<file path="src/rtl/smas_pkg.sv">
package smas_pkg;

  typedef enum logic [1:0] {
    ST_IDLE = 2'd0,
    ST_CALC = 2'd1,
    ST_FIX  = 2'd2,
    ST_HOLD = 2'd3
  } smas_state_e;

endpackage

</file>
<file path="src/rtl/smas_cmpl.sv">
module smas_cmpl #(
  parameter int W = 8
) (
  input  logic         mode,
  input  logic [W-1:0] din,
  output logic [W-1:0] dout
);

  for (genvar i = 0; i < W; i++) begin : g_bit
    assign dout[i] = din[i] ^ mode;
  end

endmodule

</file>
<file path="src/rtl/smas_padd.sv">
module smas_padd #(
  parameter int W = 8
) (
  input  logic [W-1:0] x,
  input  logic [W-1:0] y,
  input  logic         cin,
  output logic [W-1:0] sum,
  output logic         cout
);

  logic [W:0] c;

  assign c[0] = cin;

  for (genvar i = 0; i < W; i++) begin : g_fa
    logic p;
    assign p        = x[i] ^ y[i];
    assign sum[i]   = p ^ c[i];
    assign c[i+1]   = (x[i] & y[i]) | (c[i] & p);
  end

  assign cout = c[W];

endmodule

</file>
<file path="src/rtl/smas_ctrl.sv">
module smas_ctrl
  import smas_pkg::*;
(
  input  logic        clk,
  input  logic        rst_n,
  input  logic        in_valid,
  input  logic        out_ready,
  input  logic        add_path,
  input  logic        end_carry,
  output smas_state_e st,
  output logic        in_ready,
  output logic        out_valid,
  output logic        load_en,
  output logic        calc_en,
  output logic        fix_en
);

  smas_state_e st_nx;

  always_comb begin
    st_nx = st;
    unique case (st)
      ST_IDLE: if (in_valid) st_nx = ST_CALC;
      ST_CALC: st_nx = (add_path || end_carry) ? ST_HOLD : ST_FIX;
      ST_FIX:  st_nx = ST_HOLD;
      ST_HOLD: if (out_ready) st_nx = ST_IDLE;
      default: st_nx = ST_IDLE;
    endcase
  end

  always_ff @(posedge clk) begin
    if (!rst_n) st <= ST_IDLE;
    else        st <= st_nx;
  end

  assign in_ready  = (st == ST_IDLE);
  assign out_valid = (st == ST_HOLD);
  assign load_en   = (st == ST_IDLE) && in_valid;
  assign calc_en   = (st == ST_CALC);
  assign fix_en    = (st == ST_FIX);


  accept_busy_chk: assert property (@(posedge clk) disable iff (!rst_n)
    (in_valid && in_ready) |=> !in_ready);


  out_hold_chk: assert property (@(posedge clk) disable iff (!rst_n)
    (out_valid && !out_ready) |=> out_valid);


  out_release_chk: assert property (@(posedge clk) disable iff (!rst_n)
    (out_valid && out_ready) |=> in_ready);


  calc_next_chk: assert property (@(posedge clk) disable iff (!rst_n)
    (st == ST_CALC) |=> (st == ST_HOLD || st == ST_FIX));

endmodule

</file>
<file path="src/rtl/sm_addsub.sv">
module sm_addsub
  import smas_pkg::*;
#(
  parameter int MAG_W = 8
) (
  input  logic             clk,
  input  logic             rst_n,
  input  logic             in_valid,
  output logic             in_ready,
  input  logic             in_sub,
  input  logic             in_a_sign,
  input  logic [MAG_W-1:0] in_a_mag,
  input  logic             in_b_sign,
  input  logic [MAG_W-1:0] in_b_mag,
  output logic             out_valid,
  input  logic             out_ready,
  output logic             out_sign,
  output logic [MAG_W-1:0] out_mag,
  output logic             out_ovf,
  output logic             out_carry
);

  localparam logic [MAG_W-1:0] MAG_ZERO = '0;

  logic [MAG_W-1:0] a_q, b_q;
  logic             as_q, bs_q, sub_q;
  logic             e_q, avf_q, path_add_q;

  smas_state_e      st;
  logic             load_en, calc_en, fix_en;

  logic             add_path;
  logic             mode;
  logic [MAG_W-1:0] add_x, add_y, y_c, sum;
  logic             cout, sum_zero;

  // add magnitudes on equal signs for add, differing signs for subtract
  assign add_path = ~(as_q ^ bs_q ^ sub_q);

  always_comb begin
    if (st == ST_FIX) begin
      add_x = MAG_ZERO;
      add_y = a_q;
      mode  = 1'b1;
    end else begin
      add_x = a_q;
      add_y = b_q;
      mode  = ~add_path;
    end
  end

  smas_cmpl #(.W(MAG_W)) u_cmpl (
    .mode (mode),
    .din  (add_y),
    .dout (y_c)
  );

  smas_padd #(.W(MAG_W)) u_padd (
    .x    (add_x),
    .y    (y_c),
    .cin  (mode),
    .sum  (sum),
    .cout (cout)
  );

  assign sum_zero = (sum == MAG_ZERO);

  smas_ctrl u_ctrl (
    .clk       (clk),
    .rst_n     (rst_n),
    .in_valid  (in_valid),
    .out_ready (out_ready),
    .add_path  (add_path),
    .end_carry (cout),
    .st        (st),
    .in_ready  (in_ready),
    .out_valid (out_valid),
    .load_en   (load_en),
    .calc_en   (calc_en),
    .fix_en    (fix_en)
  );

  always_ff @(posedge clk) begin
    if (!rst_n) begin
      a_q        <= '0;
      b_q        <= '0;
      as_q       <= 1'b0;
      bs_q       <= 1'b0;
      sub_q      <= 1'b0;
      e_q        <= 1'b0;
      avf_q      <= 1'b0;
      path_add_q <= 1'b0;
    end else if (load_en) begin
      a_q        <= in_a_mag;
      b_q        <= in_b_mag;
      as_q       <= in_a_sign;
      bs_q       <= in_b_sign;
      sub_q      <= in_sub;
      e_q        <= 1'b0;
      avf_q      <= 1'b0;
      path_add_q <= 1'b0;
    end else if (calc_en) begin
      a_q        <= sum;
      e_q        <= cout;
      path_add_q <= add_path;
      if (add_path) begin
        avf_q <= cout;
      end else begin
        avf_q <= 1'b0;
        if (cout && sum_zero) as_q <= 1'b0;
      end
    end else if (fix_en) begin
      a_q  <= sum;
      as_q <= sum_zero ? 1'b0 : ~as_q;
    end
  end

  assign out_mag   = a_q;
  assign out_sign  = as_q;
  assign out_ovf   = avf_q;
  assign out_carry = e_q;


  add_ovf_chk: assert property (@(posedge clk) disable iff (!rst_n)
    (out_valid && path_add_q) |-> (out_ovf == out_carry));


  no_overflow_chk: assert property (@(posedge clk) disable iff (!rst_n)
    (out_valid && !path_add_q) |-> !out_ovf);


  zero_sign_chk: assert property (@(posedge clk) disable iff (!rst_n)
    (out_valid && !path_add_q && out_mag == MAG_ZERO) |-> !out_sign);


  fix_flip_chk: assert property (@(posedge clk) disable iff (!rst_n)
    (st == ST_FIX) |=> (out_sign != $past(out_sign)) && !out_carry);


  out_stable_chk: assert property (@(posedge clk) disable iff (!rst_n)
    (out_valid && !out_ready) |=>
      ($stable(out_mag) && $stable(out_sign) && $stable(out_ovf) && $stable(out_carry)));

endmodule

</file>
<file path="config.mk">
export PLATFORM = sky130hd
export DESIGN_NAME = sm_addsub
export DESIGN_NICKNAME = d
export VERILOG_FILES = /design/src/rtl/smas_pkg.sv /design/src/rtl/smas_cmpl.sv /design/src/rtl/smas_padd.sv /design/src/rtl/smas_ctrl.sv /design/src/rtl/sm_addsub.sv
export SDC_FILE = /design/constraint.sdc
export NUM_CORES = 1
export LEC_CHECK = 0
export BUFFER_PORTS_ARGS = -buffer_cell sky130_fd_sc_hd__buf_2
export CELL_PAD_IN_SITES_DETAIL_PLACEMENT = 1
export CELL_PAD_IN_SITES_GLOBAL_PLACEMENT = 2
export CORE_MARGIN = 4
export CORE_UTILIZATION = 31
export CTS_CLUSTER_DIAMETER = 200
export CTS_CLUSTER_SIZE = 40
export DETAILED_ROUTE_END_ITERATION = 10
export GPL_TIMING_DRIVEN = 1
export PLACE_DENSITY_LB_ADDON = 0.05
export SLEW_MARGIN = 20
export SYNTH_ARGS = -nofsm -noshare
export SYNTH_HDL_FRONTEND = slang
export SYNTH_SLANG_ARGS = --single-unit
</file>
<file path="constraint.sdc">
create_clock -name clk -period 5.5 [get_ports clk]
set_input_delay 1.1 -clock clk [delete_from_list [all_inputs] [get_ports clk]]
set_output_delay 1.1 -clock clk [all_outputs]
set_load 0.01 [all_outputs]
</file>
== Word-level counts from Yosys, hierarchy flattened ==
Cells that the tools add are included.
Widths: inputs -> output; s select.

* Input bits: 23
* Bits in registers: 23
* Logic and storage cells: 94

* Reduce and logical (&&, ||, !) cells: 9
* Equal/unequal tests: 7
* Bitwise logic cells: 53
* Muxes and demuxes: 17

{| class="wikitable"
|+ Operator list
! cell !! count
|-
| $mux 8 || 5
|-
| $xor 1x1->1 || 26
|-
| $and 1x1->1 || 16
|-
| $mux 1 || 9
|-
| $logic_not 8->1 || 1
|-
| $or 1x1->1 || 8
|-
| $pmux 2 s4 || 1
|-
| $ne 3x2->1 const B || 2
|-
| $eq 2x2->1 const B || 2
|-
| $mux 2 || 2
|-
| $not 1->1 || 3
|-
| $reduce_and 3->1 || 1
|-
| $reduce_bool 3->1 || 1
|-
| $eq 2x1->1 const B || 1
|-
| $logic_and 1x1->1 || 2
|-
| $logic_not 2->1 || 1
|-
| $ne 2x1->1 const B || 1
|-
| $ne 2x2->1 const B || 1
|-
| $reduce_and 2->1 || 1
|-
| $reduce_or 2->1 || 1
|-
| $logic_or 1x1->1 || 1
|}

== Logic depth before layout (Yosys ltp) ==
Gate-level depths: netlist (run 1).

* Depth after elaboration: 26
* Mapped depth: 21
* Mapped depth without buffers: 20

== Hierarchy ==
A second synthesis (run 1) with hierarchy kept.

* Cells, all modules: 157
* Area total of the unflattened synthesis: 1581.5 um2

{| class="wikitable"
|+ Modules (own cells, without submodules)
! module !! area each (um2) !! sequential area each (um2) !! instances !! cells an instance
|-
| sm_addsub || 1106.1 || 420.4 || 1 || 111
|-
| smas_padd || 197.7 || 0.0 || 1 || 18
|-
| smas_ctrl || 196.4 || 40.0 || 1 || 19
|-
| smas_cmpl || 81.3 || 0.0 || 1 || 9
|}

== Worst setup path before layout (run 1) ==
No wires, ideal clock.

* Path type: register -> register
* Start: reg sub_q
* End: reg as_q (netlist: out_sign)
* Setup slack: 0.874 ns
* Setup time: 0.116 ns
* Arrival time: 4.510 ns
* Stages on the path, launching flop included: 20
* Path buffers: 1
* Path through: dfxtp_1 xnor3_1 buf_4 xnor2_1 o21ai_0 fa_1 fa_1 fa_1 inv_1 fa_1 inv_1 fa_1 fa_1 inv_1 fa_1 nand4b_1 nor3_1 nand2_1 a221o_1 o211a_1

* Longest elaborated chain between the ends: 24

{| class="wikitable"
|+ Ends and longest elaborated chain
! element !! line !! RTL
|-
| start: declaration || sm_addsub.sv:26 || <nowiki>logic as_q, bs_q, sub_q;</nowiki>
|-
| start signal: assignment || sm_addsub.sv:98 || <nowiki>sub_q <= in_sub;</nowiki>
|-
| $xor 1x1->1 * || sm_addsub.sv:38 || <nowiki>assign add_path = ~(as_q ^ bs_q ^ sub_q);</nowiki>
|-
| $mux 1 || sm_addsub.sv:41 || <nowiki>if (st == ST_FIX) begin</nowiki>
|-
| $xor 1x1->1 || smas_cmpl.sv:10 || <nowiki>assign dout[i] = din[i] ^ mode;</nowiki>
|-
| $xor 1x1->1 || smas_padd.sv:17 || <nowiki>assign p = x[i] ^ y[i];</nowiki>
|-
| $and 1x1->1 || smas_padd.sv:19 || <nowiki>assign c[i+1] = (x[i] & y[i]) | (c[i] & p);</nowiki>
|-
| $or 1x1->1 || smas_padd.sv:19 ||
|-
| $and 1x1->1 || smas_padd.sv:19 ||
|-
| $or 1x1->1 || smas_padd.sv:19 ||
|-
| [8 not listed] || - ||
|-
| $and 1x1->1 || smas_padd.sv:19 ||
|-
| $or 1x1->1 || smas_padd.sv:19 ||
|-
| $xor 1x1->1 || smas_padd.sv:18 || <nowiki>assign sum[i] = p ^ c[i];</nowiki>
|-
| $logic_not 8->1 || sm_addsub.sv:66 || <nowiki>assign sum_zero = (sum == MAG_ZERO);</nowiki>
|-
| $mux 1 || sm_addsub.sv:114 || <nowiki>as_q <= sum_zero ? 1'b0 : ~as_q;</nowiki>
|-
| $mux 1 || sm_addsub.sv:112 || <nowiki>end else if (fix_en) begin</nowiki>
|-
| $mux 1 || sm_addsub.sv:102 || <nowiki>end else if (calc_en) begin</nowiki>
|-
| $mux 1 || sm_addsub.sv:93 || <nowiki>end else if (load_en) begin</nowiki>
|-
| end signal: assignment || sm_addsub.sv:96 || <nowiki>as_q <= in_a_sign;</nowiki>
|-
| end signal: assignment || sm_addsub.sv:114 ||
|-
| end: declaration || sm_addsub.sv:26 ||
|}

Every way passes the cells marked *; elsewhere a longest branch is shown, timed or not. The select of a mux whose other input is x is not followed.
A chain may end at the register's enable or synchronous reset.

== Final worst setup path (run 1) ==
* Start: reg u_ctrl.st[0]
* End: reg as_q (netlist: out_sign)

* Longest elaborated chain between the ends: 24

{| class="wikitable"
|+ Ends and longest elaborated chain
! element !! line !! RTL
|-
| start: declaration || smas_ctrl.sv:10 || <nowiki>output smas_state_e st,</nowiki>
|-
| start signal: assignment || smas_ctrl.sv:33 || <nowiki>else st <= st_nx;</nowiki>
|-
| $eq 2x2->1 || smas_ctrl.sv:40, sm_addsub.sv:41 ||
|-
| $mux 8 or $mux 1 (tied branches) || sm_addsub.sv:41 ||
|-
| $xor 1x1->1 || smas_cmpl.sv:10 ||
|-
| $xor 1x1->1 || smas_padd.sv:17 ||
|-
| $and 1x1->1 || smas_padd.sv:19 ||
|-
| $or 1x1->1 || smas_padd.sv:19 ||
|-
| $and 1x1->1 || smas_padd.sv:19 ||
|-
| $or 1x1->1 || smas_padd.sv:19 ||
|-
| [8 not listed] || - ||
|-
| $and 1x1->1 || smas_padd.sv:19 ||
|-
| $or 1x1->1 || smas_padd.sv:19 ||
|-
| $xor 1x1->1 || smas_padd.sv:18 ||
|-
| $logic_not 8->1 || sm_addsub.sv:66 ||
|-
| $mux 1 || sm_addsub.sv:114 ||
|-
| $mux 1 || sm_addsub.sv:112 ||
|-
| $mux 1 || sm_addsub.sv:102 ||
|-
| $mux 1 || sm_addsub.sv:93 ||
|}

Parallel ways exist; a longest one is shown, timed or not. The select of a mux whose other input is x is not followed.

==> results.yml, run 1 <==
outcome:
  status: "finished clean"
critical_path:
  cp_common_cell: "fa_1"
  r2r-start: "u_ctrl.st[0]"
  startpoint: "u_ctrl.st[0]"
  critPathRequiredTime_ps: 5670
  cp_slowest_cell: "fa_1"
  worstPathArrival_ps: 5090
  max_stage_delay_ps: 420
  path_max_fanout: 9
  critical_path.startpoint_type: "flip-flop"
  crit_path_end_kind: "flip-flop"
  path_cells: "inv_1, ha_1, nor2b_1, mux2i_1, o31a_1, fa_1, fa_1, fa_1, inv_1, fa_1, inv_1, fa_1, fa_1, inv_1, fa_1, nand4b_1, nor3_1, nand2_1, a221o_1, o211a_1"
  crit_type: "flip-flop to flip-flop"
timing:
  tns_ps: 0
  slew_viol_final: 0
  finalSetupViolations: 0
  whs_ps: 486.5
  fin_crit_sh_pct: 89.42
  layout_min_cycle_time_ps: 4918
  slew-limit-headroom_pct: 39.92
  setup_slack_ps: 581.8
  max_freq_mhz: 203.3
  finalHoldViolations: 0
  fin_skew_ps: 2.848
  worst_pin_slew_ps: 901.2
  rsz0062_at_grt: "no"
die:
  die_w_um: 76.93
  die-area_um2: 5917
  io_pins: 36
  die_h_um: 76.93
  floorplan.initialDensity_pct: 32.91
  core_um2: 4474
  rows: 24
final_layout:
  drive_gt1_share_pct: 21.18
  final_common_cell: "nand2_1"
  diodes: 0
  final_cell_mix: "nand2_1 (43), buf_2 (35), dfxtp_1 (23)"
  synthToLayoutAreaGrowth_pct: 16.14
  fin_util_pct: 38.23
  nNetsFinal: 238
clock_network:
  cts_buffer_depth: 2
  insertion_delay_ps: 270
  cts_resized: 0
  clock_sinks: 23
  clk_pin_slew_ps: 90
  cts_tree: "built"
  cts_root_buffer: "clkbuf_8"
  numCtsBuffers: 3
  htree_num_levels: 1
  postCtsHoldBufs: 0
  post_cts_buffers: 0
logic_synthesis:
  synth_top_area_cell: "dfxtp_1"
  synth_nets: 208
  seq_area_frac_synth_pct: 31.27
  synth.area.top_cells: "dfxtp_1 (31%), nand2_1 (11%), fa_1 (9.5%)"
  yosysUniqueCellTypes: 32
  netlist.area_leader.share_pct: 31.27
  synth_cells: 174
  ys_warn_count: 0
  syn_area_per_cell_um2: 8.464
  ys_ff_latch: 23
  syn_area_um2: 1473
grt:
  grt_max_degree: 23
  grt_pass1_wl_mm: 6.589
  grt_antenna_before_repair: 0
  globalRouteTotalUtil_pct: 13.79
  grt-ovfl-total: 0
  grt_pass1_vias: 1388
power:
  power_frac_seq_pct: 22.1
  switching_share_pct: 47.40
  power.leakage_nw: 0.7559
  p_per_area_nw_per_um2: 687.9
  power.switching_uw: 557.6
  p_int_uw: 618.9
  comb_power_share_pct: 68.6
  vdd_drop_max_mv: 0.1630
  clkPwrFrac_pct: 9.3
hold_path:
  hold_class: "flip-flop to flip-flop"
  min-delay-start: "out_ovf"
placed_design:
  io_buffers: 35
  place_congestion: 0.7429
  hpwl_mm: 2.884
  dp_slack_ps: 579.4
job:
  cap_viol_max_count: 0
route:
  initialDrtViolationCount: 51
  vias: 1248
  wl_mm: 3.761
  vias_per_cell: 4.894
  avgRoutedWirePerCell_um: 14.75
  postRouteAntennaNets: 0
  drc: 0
  dr.pass1.iters: 4
==> critical path: cells and delay by family (launching register included) <==
| family | cells | cell delay (ps) |
|---|---|---|
| fa+ha+maj | 8 | 2790 |
| simple gates | 4 | 660 |
| compound gates | 3 | 590 |
| flops | 1 | 390 |
| buf+inv | 4 | 290 |
| mux | 1 | 100 |
==> power by group through the flow <==
stage	clock [mW]	combinational, mW	sequential [mW]
global route	0.121	0.930	0.270
global placement	0	0.802	0.262
finish	0.109	0.807	0.261
detailed placement	0	0.822	0.265
floorplan	0	0.620	0.267
CTS	0.113	0.828	0.261
==> cells in the mapped netlist (all sizes together) <==
master and n:
clkbuf 6, ha 4, dfxtp 23, nor3 3, nor2b 4, o22ai 1, o211ai 6, nand3 3
o21ai 8, o31a 1, a221o 1, a21oi 6, nor2 3, xnor3 1, nand2b 6, o21bai 1
nand4b 1, fa 7, and2 1, inv 8, xnor2 8, or3 1, o211a 6, nand2 43
buf 6, a21boi 13, mux2i 3
==> cells by family (layout without fill, tap and decap cells) <==
kind of cell | count (synthesis) | count (layout) | share of synthesized area [%]
flip-flops | 23 | 23 | 31.27
buffers and inverters | 20 | 49 | 6.287
multiplexers | 3 | 3 | 2.039
AND/OR/NAND/NOR | 65 | 65 | 19.46
AO/OA/AOI/OAI | 43 | 43 | 21.75
adder cells (fa/ha/maj) | 11 | 11 | 12.91
XOR/XNOR | 9 | 9 | 6.287
==> metal layers <==
metal | global-route usage (%) | vias to the layer above | share of wire (%)
met2 | 22.74 | 26 | 46
met3 | 2.693 | 6 | 4.4
met5 | 0 | - | 0
met4 | 5.254 | 0 | 1.9
li1 | - | 634 | -
met1 | 17.70 | 582 | 48
==> worst paths after layout <==
check / end / slack [ps] / cells past startpoint
max: out_sign / 580 / 20
min: out_ovf / 490 / 2
max reg2reg: out_sign / 580 / 20
min reg2reg: out_ovf / 490 / 2
==> final cells by class <==
class / count / area [µm²]
flip-flops and latches: 23 / 460.4
fillers: 562 / 2764
repair buffers: 37 / 190.2
multi-input cells: 131 / 919.6
inverters: 8 / 30.03
well taps: 52 / 65.06
clock buffers: 4 / 45.04
==> flip-flops by register name, indices dropped and copies added (netlist names) <==
name / flops
out_carry: 1
sub_q: 1
out_ovf: 1
out_mag: 8
out_sign: 1
u_ctrl.st: 2
b_q: 8
bs_q: 1
==> metrics by stage <==
step,instances,total power [mW],cell area (µm²)
after floorplan,174,0.8878,1473
after global placement,251,1.064,1665
after detailed placement,251,1.087,1665
after CTS,255,1.202,1710
after global routing,255,1.321,1710
final,255,1.177,1710
Note: power is estimated with default switching activity, not from simulation.
==> run 2, diff against run 1 <==
--- a/config.mk
+++ b/config.mk
@@ -9,7 +9,7 @@
 export CELL_PAD_IN_SITES_DETAIL_PLACEMENT = 1
 export CELL_PAD_IN_SITES_GLOBAL_PLACEMENT = 2
 export CORE_MARGIN = 4
-export CORE_UTILIZATION = 31
+export CORE_UTILIZATION = 33
 export CTS_CLUSTER_DIAMETER = 200
 export CTS_CLUSTER_SIZE = 40
 export DETAILED_ROUTE_END_ITERATION = 10
@@ -18,4 +18,5 @@
 export SLEW_MARGIN = 20
 export SYNTH_ARGS = -nofsm -noshare
 export SYNTH_HDL_FRONTEND = slang
+export SYNTH_HIERARCHICAL = 1
 export SYNTH_SLANG_ARGS = --single-unit
==> results.yml, run 2 <==
timing:
  slew_viol_final: 0
  layout_min_cycle_time_ps: 5111
  finalHoldViolations: 0
  max_freq_mhz: 195.6
  finalSetupViolations: 0
  tns_ps: 0
  slew-limit-headroom_pct: 62.17
  fin_crit_sh_pct: 92.93
  fin_skew_ps: 4.062
  setup_slack_ps: 388.8
  rsz0062_at_grt: "no"
  worst_pin_slew_ps: 567.5
power:
  p_per_area_nw_per_um2: 624.1
  power.leakage_nw: 0.9397
  vdd_drop_max_mv: 0.1759
  total_power_mw: 1.149
logic_synthesis:
  ys_ff_latch: 23
  synth_cells: 157
  ys_warn_count: 6
  synth.area.top_cells: "dfxtp_1 (29%), mux2i_1 (11%), fa_1 (10%)"
  seq_area_frac_synth_pct: 29.11
  async_flop_share_pct: 0
  synth_common_cells: "dfxtp_1 (23), mux2i_1 (18), inv_1 (13), nand2_1 (13), nor2b_1 (10)"
  netlist.area_leader.share_pct: 29.11
  syn_area_um2: 1582
  synth_flop_cell: "dfxtp_1"
  syn_area_per_cell_um2: 10.07
  synth-edff-count: 0
  yosysUniqueCellTypes: 33
  synth_nets: 192
  synth_top_area_cell: "dfxtp_1"
  synth_most_common_cell: "dfxtp_1"
grt:
  grt-ovfl-total: 0
  grt_antenna_before_repair: 0
  grt_pass1_vias: 1338
  top_usage_layer: "met2"
  grt_max_degree: 24
  use_met1_pct: 18.57
  met2_usage_pct: 22.02
  globalRouteTotalUtil_pct: 13.61
  use_met3_pct: 2.693
  grt_pass1_wl_mm: 6.492
final_layout:
  drive_gt1_share_pct: 30.16
  seq_area_um2: 460.4
  diodes: 0
  final_cell_area_um2: 1841
  final_cell_mix: "buf_2 (35), dfxtp_1 (23), mux2i_1 (18)"
  fillers: 530
  final_common_cell: "buf_2"
  synthToLayoutAreaGrowth_pct: 16.38
  fin_util_pct: 40.86
  multi_input_area_um2: 1023
  nNetsFinal: 225
clock_network:
  insertion_delay_ps: 270
  post_cts_buffers: 0
  postCtsHoldBufs: 0
  clk_pin_slew_ps: 80
  cts_buffer_depth: 2
  clock_sinks: 23
  htree_num_levels: 1
  numCtsBuffers: 3
  cts_resized: 0
  cts_tree: "built"
  cts_root_buffer: "clkbuf_8"
outcome:
  status: "finished clean"
placed_design:
  place_area_um2: 1795
  dp_slack_ps: 344.4
  hpwl_mm: 3.025
  place_congestion: 0.7403
  io_buffers: 35
route:
  initialDrtViolationCount: 25
  drc: 0
  vias_per_cell: 4.925
  postRouteAntennaNets: 0
  vias: 1187
  dr.pass1.iters: 4
  avgRoutedWirePerCell_um: 15.95
  wl_mm: 3.845
critical_path:
  critPathRequiredTime_ps: 5660
  critical_path.startpoint_type: "flip-flop"
  path_max_fanout: 6
  crit_type: "flip-flop to flip-flop"
  crit_path_end_kind: "flip-flop"
  worstPathArrival_ps: 5270
hold_path:
  hold_class: "flip-flop to flip-flop"
die:
  io_pins: 36
  core_um2: 4504
  die_w_um: 77.23
  die_h_um: 77.23
  floorplan.initialDensity_pct: 35.11
  die-area_um2: 5964
  rows: 24
job:
  cap_viol_max_count: 0
run 2: cell types whose count changed after synthesis, moves of 4 or more:
cell / delta
nor2b_1: +6
and2_1: +8
xor2_1: +8
inv_1: +5
xnor2_1: -8
mux2_2: +8
mux2i_1: +15
a21oi_1: -4
a21boi_0: -13
o21ai_0: -5
nand2_1: -30
run 2: worst paths after layout:
kind,startpoint,to,slack (ps),cells past startpoint
hold / removal,out_ovf,out_ovf,480,2
setup reg to reg,u_ctrl/st[0],out_sign,390,19
setup / recovery,u_ctrl/st[0],out_sign,390,19
hold reg to reg,out_ovf,out_ovf,480,2
run 2: final cells by class:
class	instances	share of cell area [%]
tap	52	3.535
multi-input combinational	111	55.61
clock buffer	4	2.447
timing repair buffer	38	10.74
sequential	23	25.02
inverter	13	2.651
run 2: power breakdown:
part	internal [mW]	leakage (nW)	switching, mW	total [mW]
clock network	0.0518	0.0228	0.0573	0.109
logic	0.356	0.727	0.429	0.785
registers	0.212	0.190	0.0427	0.255
total	0.620	0.940	0.529	1.15
run 2: cells by family (layout without fill, tap and decap cells):
kind of cell	Yosys count	in the layout	share of synthesized area [%]
xor gates and xnor gates	9	9	5.934
muxes	27	27	18.04
and+or+nand+nor	45	45	18.04
buffers and inverters	23	55	6.171
DFF	23	23	29.11
AOI/OAI and AO/OA	18	18	9.415
adders and majority gates	12	12	13.29
run 2: critical path: stages (launching register included):
cell and delay [ps]:
dfxtp_1 440, nand2b_1 170, mux2_2 350, xor2_1 160, fa_1 420, inv_1 80
fa_1 150, inv_1 50, fa_1 370, fa_1 400, fa_1 390, fa_1 390
fa_1 370, inv_1 70, fa_1 150, inv_1 50, or4_1 470, nor4_4 270
o211ai_1 110, o311a_1 140
run 2: routing by layer:
| metal | wire [µm] | part of all wire [%] |
|---|---|---|
| met1 | 1857 | 48 |
| met2 | 1800 | 47 |
| met3 | 154 | 4.0 |
| met4 | 32 | 0.83 |
| met5 | 0 | 0 |
run 2: metrics by stage:
| stage | hold WS (ps) | cells |
|---|---|---|
| final | 476.0 | 241 |
| after global routing | 482.8 | 241 |
| after CTS | 479.2 | 241 |
| after detailed placement | 465.1 | 237 |
| after global placement | 441.2 | 237 |
| after floorplan | 474.2 | 157 |
==> run 3, diff against run 2 <==
--- a/config.mk
+++ b/config.mk
@@ -5,13 +5,13 @@
 export SDC_FILE = /design/constraint.sdc
 export NUM_CORES = 1
 export LEC_CHECK = 0
+export ABC_AREA = 1
 export BUFFER_PORTS_ARGS = -buffer_cell sky130_fd_sc_hd__buf_2
 export CELL_PAD_IN_SITES_DETAIL_PLACEMENT = 1
 export CELL_PAD_IN_SITES_GLOBAL_PLACEMENT = 2
 export CORE_MARGIN = 4
-export CORE_UTILIZATION = 33
+export CORE_UTILIZATION = 28
 export CTS_CLUSTER_DIAMETER = 200
-export CTS_CLUSTER_SIZE = 40
 export DETAILED_ROUTE_END_ITERATION = 10
 export GPL_TIMING_DRIVEN = 1
 export PLACE_DENSITY_LB_ADDON = 0.05
@@ -20,3 +20,4 @@
 export SYNTH_HDL_FRONTEND = slang
 export SYNTH_HIERARCHICAL = 1
 export SYNTH_SLANG_ARGS = --single-unit
+export TNS_END_PERCENT = 100
==> results.yml, run 3 <==
outcome:
  status: "finished clean"
route:
  drc: 0
  postRouteAntennaNets: 0
  vias_per_cell: 4.414
  vias: 1523
  dr.pass1.iters: 5
  avgRoutedWirePerCell_um: 12.87
  initialDrtViolationCount: 51
  wl_mm: 4.440
timing:
  tns_ps: 0
  slew-limit-headroom_pct: 52.21
  whs_ps: 468.6
  fin_skew_ps: 3.926
  rsz0062_at_grt: "no"
  slew_viol_final: 0
  finalSetupViolations: 0
  worst_pin_slew_ps: 716.1
  layout_min_cycle_time_ps: 5088
  setup_slack_ps: 412.5
  max_freq_mhz: 196.6
  finalHoldViolations: 0
  fin_crit_sh_pct: 92.50
die:
  io_pins: 36
  die_w_um: 83.13
  floorplan.initialDensity_pct: 28.70
  die-area_um2: 6910
  core_um2: 5507
  die_h_um: 83.13
  rows: 27
grt:
  globalRouteTotalUtil_pct: 13.13
  grt_pass1_wl_mm: 7.314
  grt_antenna_before_repair: 0
  grt_pass1_vias: 1479
  grt-ovfl-total: 0
  grt_max_degree: 23
critical_path:
  worstPathArrival_ps: 5260
  critical_path.startpoint_type: "flip-flop"
  critPathRequiredTime_ps: 5680
  max_stage_delay_ps: 420
  path_max_fanout: 16
  reg2reg_slack_ps: 410
  crit_type: "flip-flop to flip-flop"
  crit_path_end_kind: "flip-flop"
  path_buf_inv: 8
  cp_common_cell: "fa_1"
  cp_slowest_cell: "fa_1"
  crit_family: "adder cells"
logic_synthesis:
  async_flop_share_pct: 0
  synth-edff-count: 0
  netlist.area_leader.share_pct: 29.14
  yosysUniqueCellTypes: 23
  synth_top_area_cell: "dfxtp_1"
  synth.area.top_cells: "dfxtp_1 (29%), nand2_1 (16%), fa_1 (10%)"
  syn_area_per_cell_um2: 6.557
  synth_flop_cell: "dfxtp_1"
  ys_warn_count: 6
  seq_area_frac_synth_pct: 29.14
  syn_area_um2: 1580
  synth_common_cells: "nand2_1 (67), inv_1 (36), nor2_1 (35)"
  synth_nets: 276
  synth_cells: 241
  ys_ff_latch: 23
  synth_most_common_cell: "nand2_1"
clock_network:
  insertion_delay_ps: 270
  cts_tree: "built"
  numCtsBuffers: 3
  clock_sinks: 23
  cts_resized: 0
  cts_buffer_depth: 2
  postCtsHoldBufs: 0
  cts_root_buffer: "clkbuf_8"
  clk_pin_slew_ps: 90
  post_cts_buffers: 0
  htree_num_levels: 1
final_layout:
  diodes: 0
  nNetsFinal: 309
  final_cell_area_um2: 1843
  drive_gt1_share_pct: 20.15
  final_common_cell: "nand2_1"
  synthToLayoutAreaGrowth_pct: 16.63
  final_cell_mix: "nand2_1 (67), inv_1 (36), nor2_1 (35), buf_2 (35), dfxtp_1 (23)"
placed_design:
  place_congestion: 0.7768
  io_buffers: 35
  place_area_um2: 1797
  dp_slack_ps: 397.8
  hpwl_mm: 3.424
hold_path:
  hold_class: "flip-flop to flip-flop"
power:
  p_per_area_nw_per_um2: 659.3
  vdd_drop_max_mv: 0.1702
  total_power_mw: 1.215
  power.leakage_nw: 0.9236
job:
  cap_viol_max_count: 0
run 3: cell types whose count changed in the layout (fill, tap and decap cells not counted), moves of 8 or more:
cell,change
xor2_1,-8
nand2_1,+54
a31oi_1,+8
mux2i_1,-18
nor2_1,+35
and2_1,-9
inv_1,+23
nor2b_1,-10
o21ai_1,+19
o211a_1,-8
o21ai_0,+9
mux2_2,-8
run 3: final timing paths:
check,startpoint,to,cells after the start
hold reg to reg,out_carry,out_carry,2
setup reg to reg,u_ctrl/st[1],out_sign,29
hold / removal,out_carry,out_carry,2
setup / recovery,u_ctrl/st[1],out_sign,29
run 3: worst min-delay path: stages (launching register included):
cell and delay [ps]:
dfxtp_1 320, nand2_1 60, a21oi_1 50
run 3: kinds of logic after synthesis:
family / after synthesis / share of synthesized area (%)
compound gates: 43 / 14.49
fa+ha+maj: 12 / 13.30
buf+inv: 50 / 13.78
flops: 23 / 29.14
simple gates: 113 / 29.30
run 3: cell type report:
cell class,instances,area (µm²)
Sequential cell,23,460.4
Multi-Input combinational cell,168,902.1
Timing Repair Buffer,37,190.2
Clock inverter,1,5.005
Tap cell,72,90.09
Fill cell,750,3664
Inverter,41,153.9
Clock buffer,3,41.29
run 3: layer usage:
metal / GRT usage [%] / part of all wire [%] / vias to the layer above
met3: 2.976 / 3.3 / 4
li1: - / - / 802
met4: 3.120 / 0.90 / 0
met1: 16.88 / 49 / 694
met5: 0 / 0 / -
met2: 22.23 / 47 / 23
run 3: metrics by stage:
stage / std cells / utilization, %
finish: 345 / 33.47
global route: 345 / 33.47
CTS: 345 / 33.47
detailed placement: 341 / 32.63
global placement: 341 / 32.63
floorplan: 241 / -
run 3: where the power goes:
part / switching, mW / total, mW / internal, mW
logic: 0.532 / 0.838 / 0.306
clock network: 0.0615 / 0.112 / 0.0508
registers: 0.0417 / 0.265 / 0.223
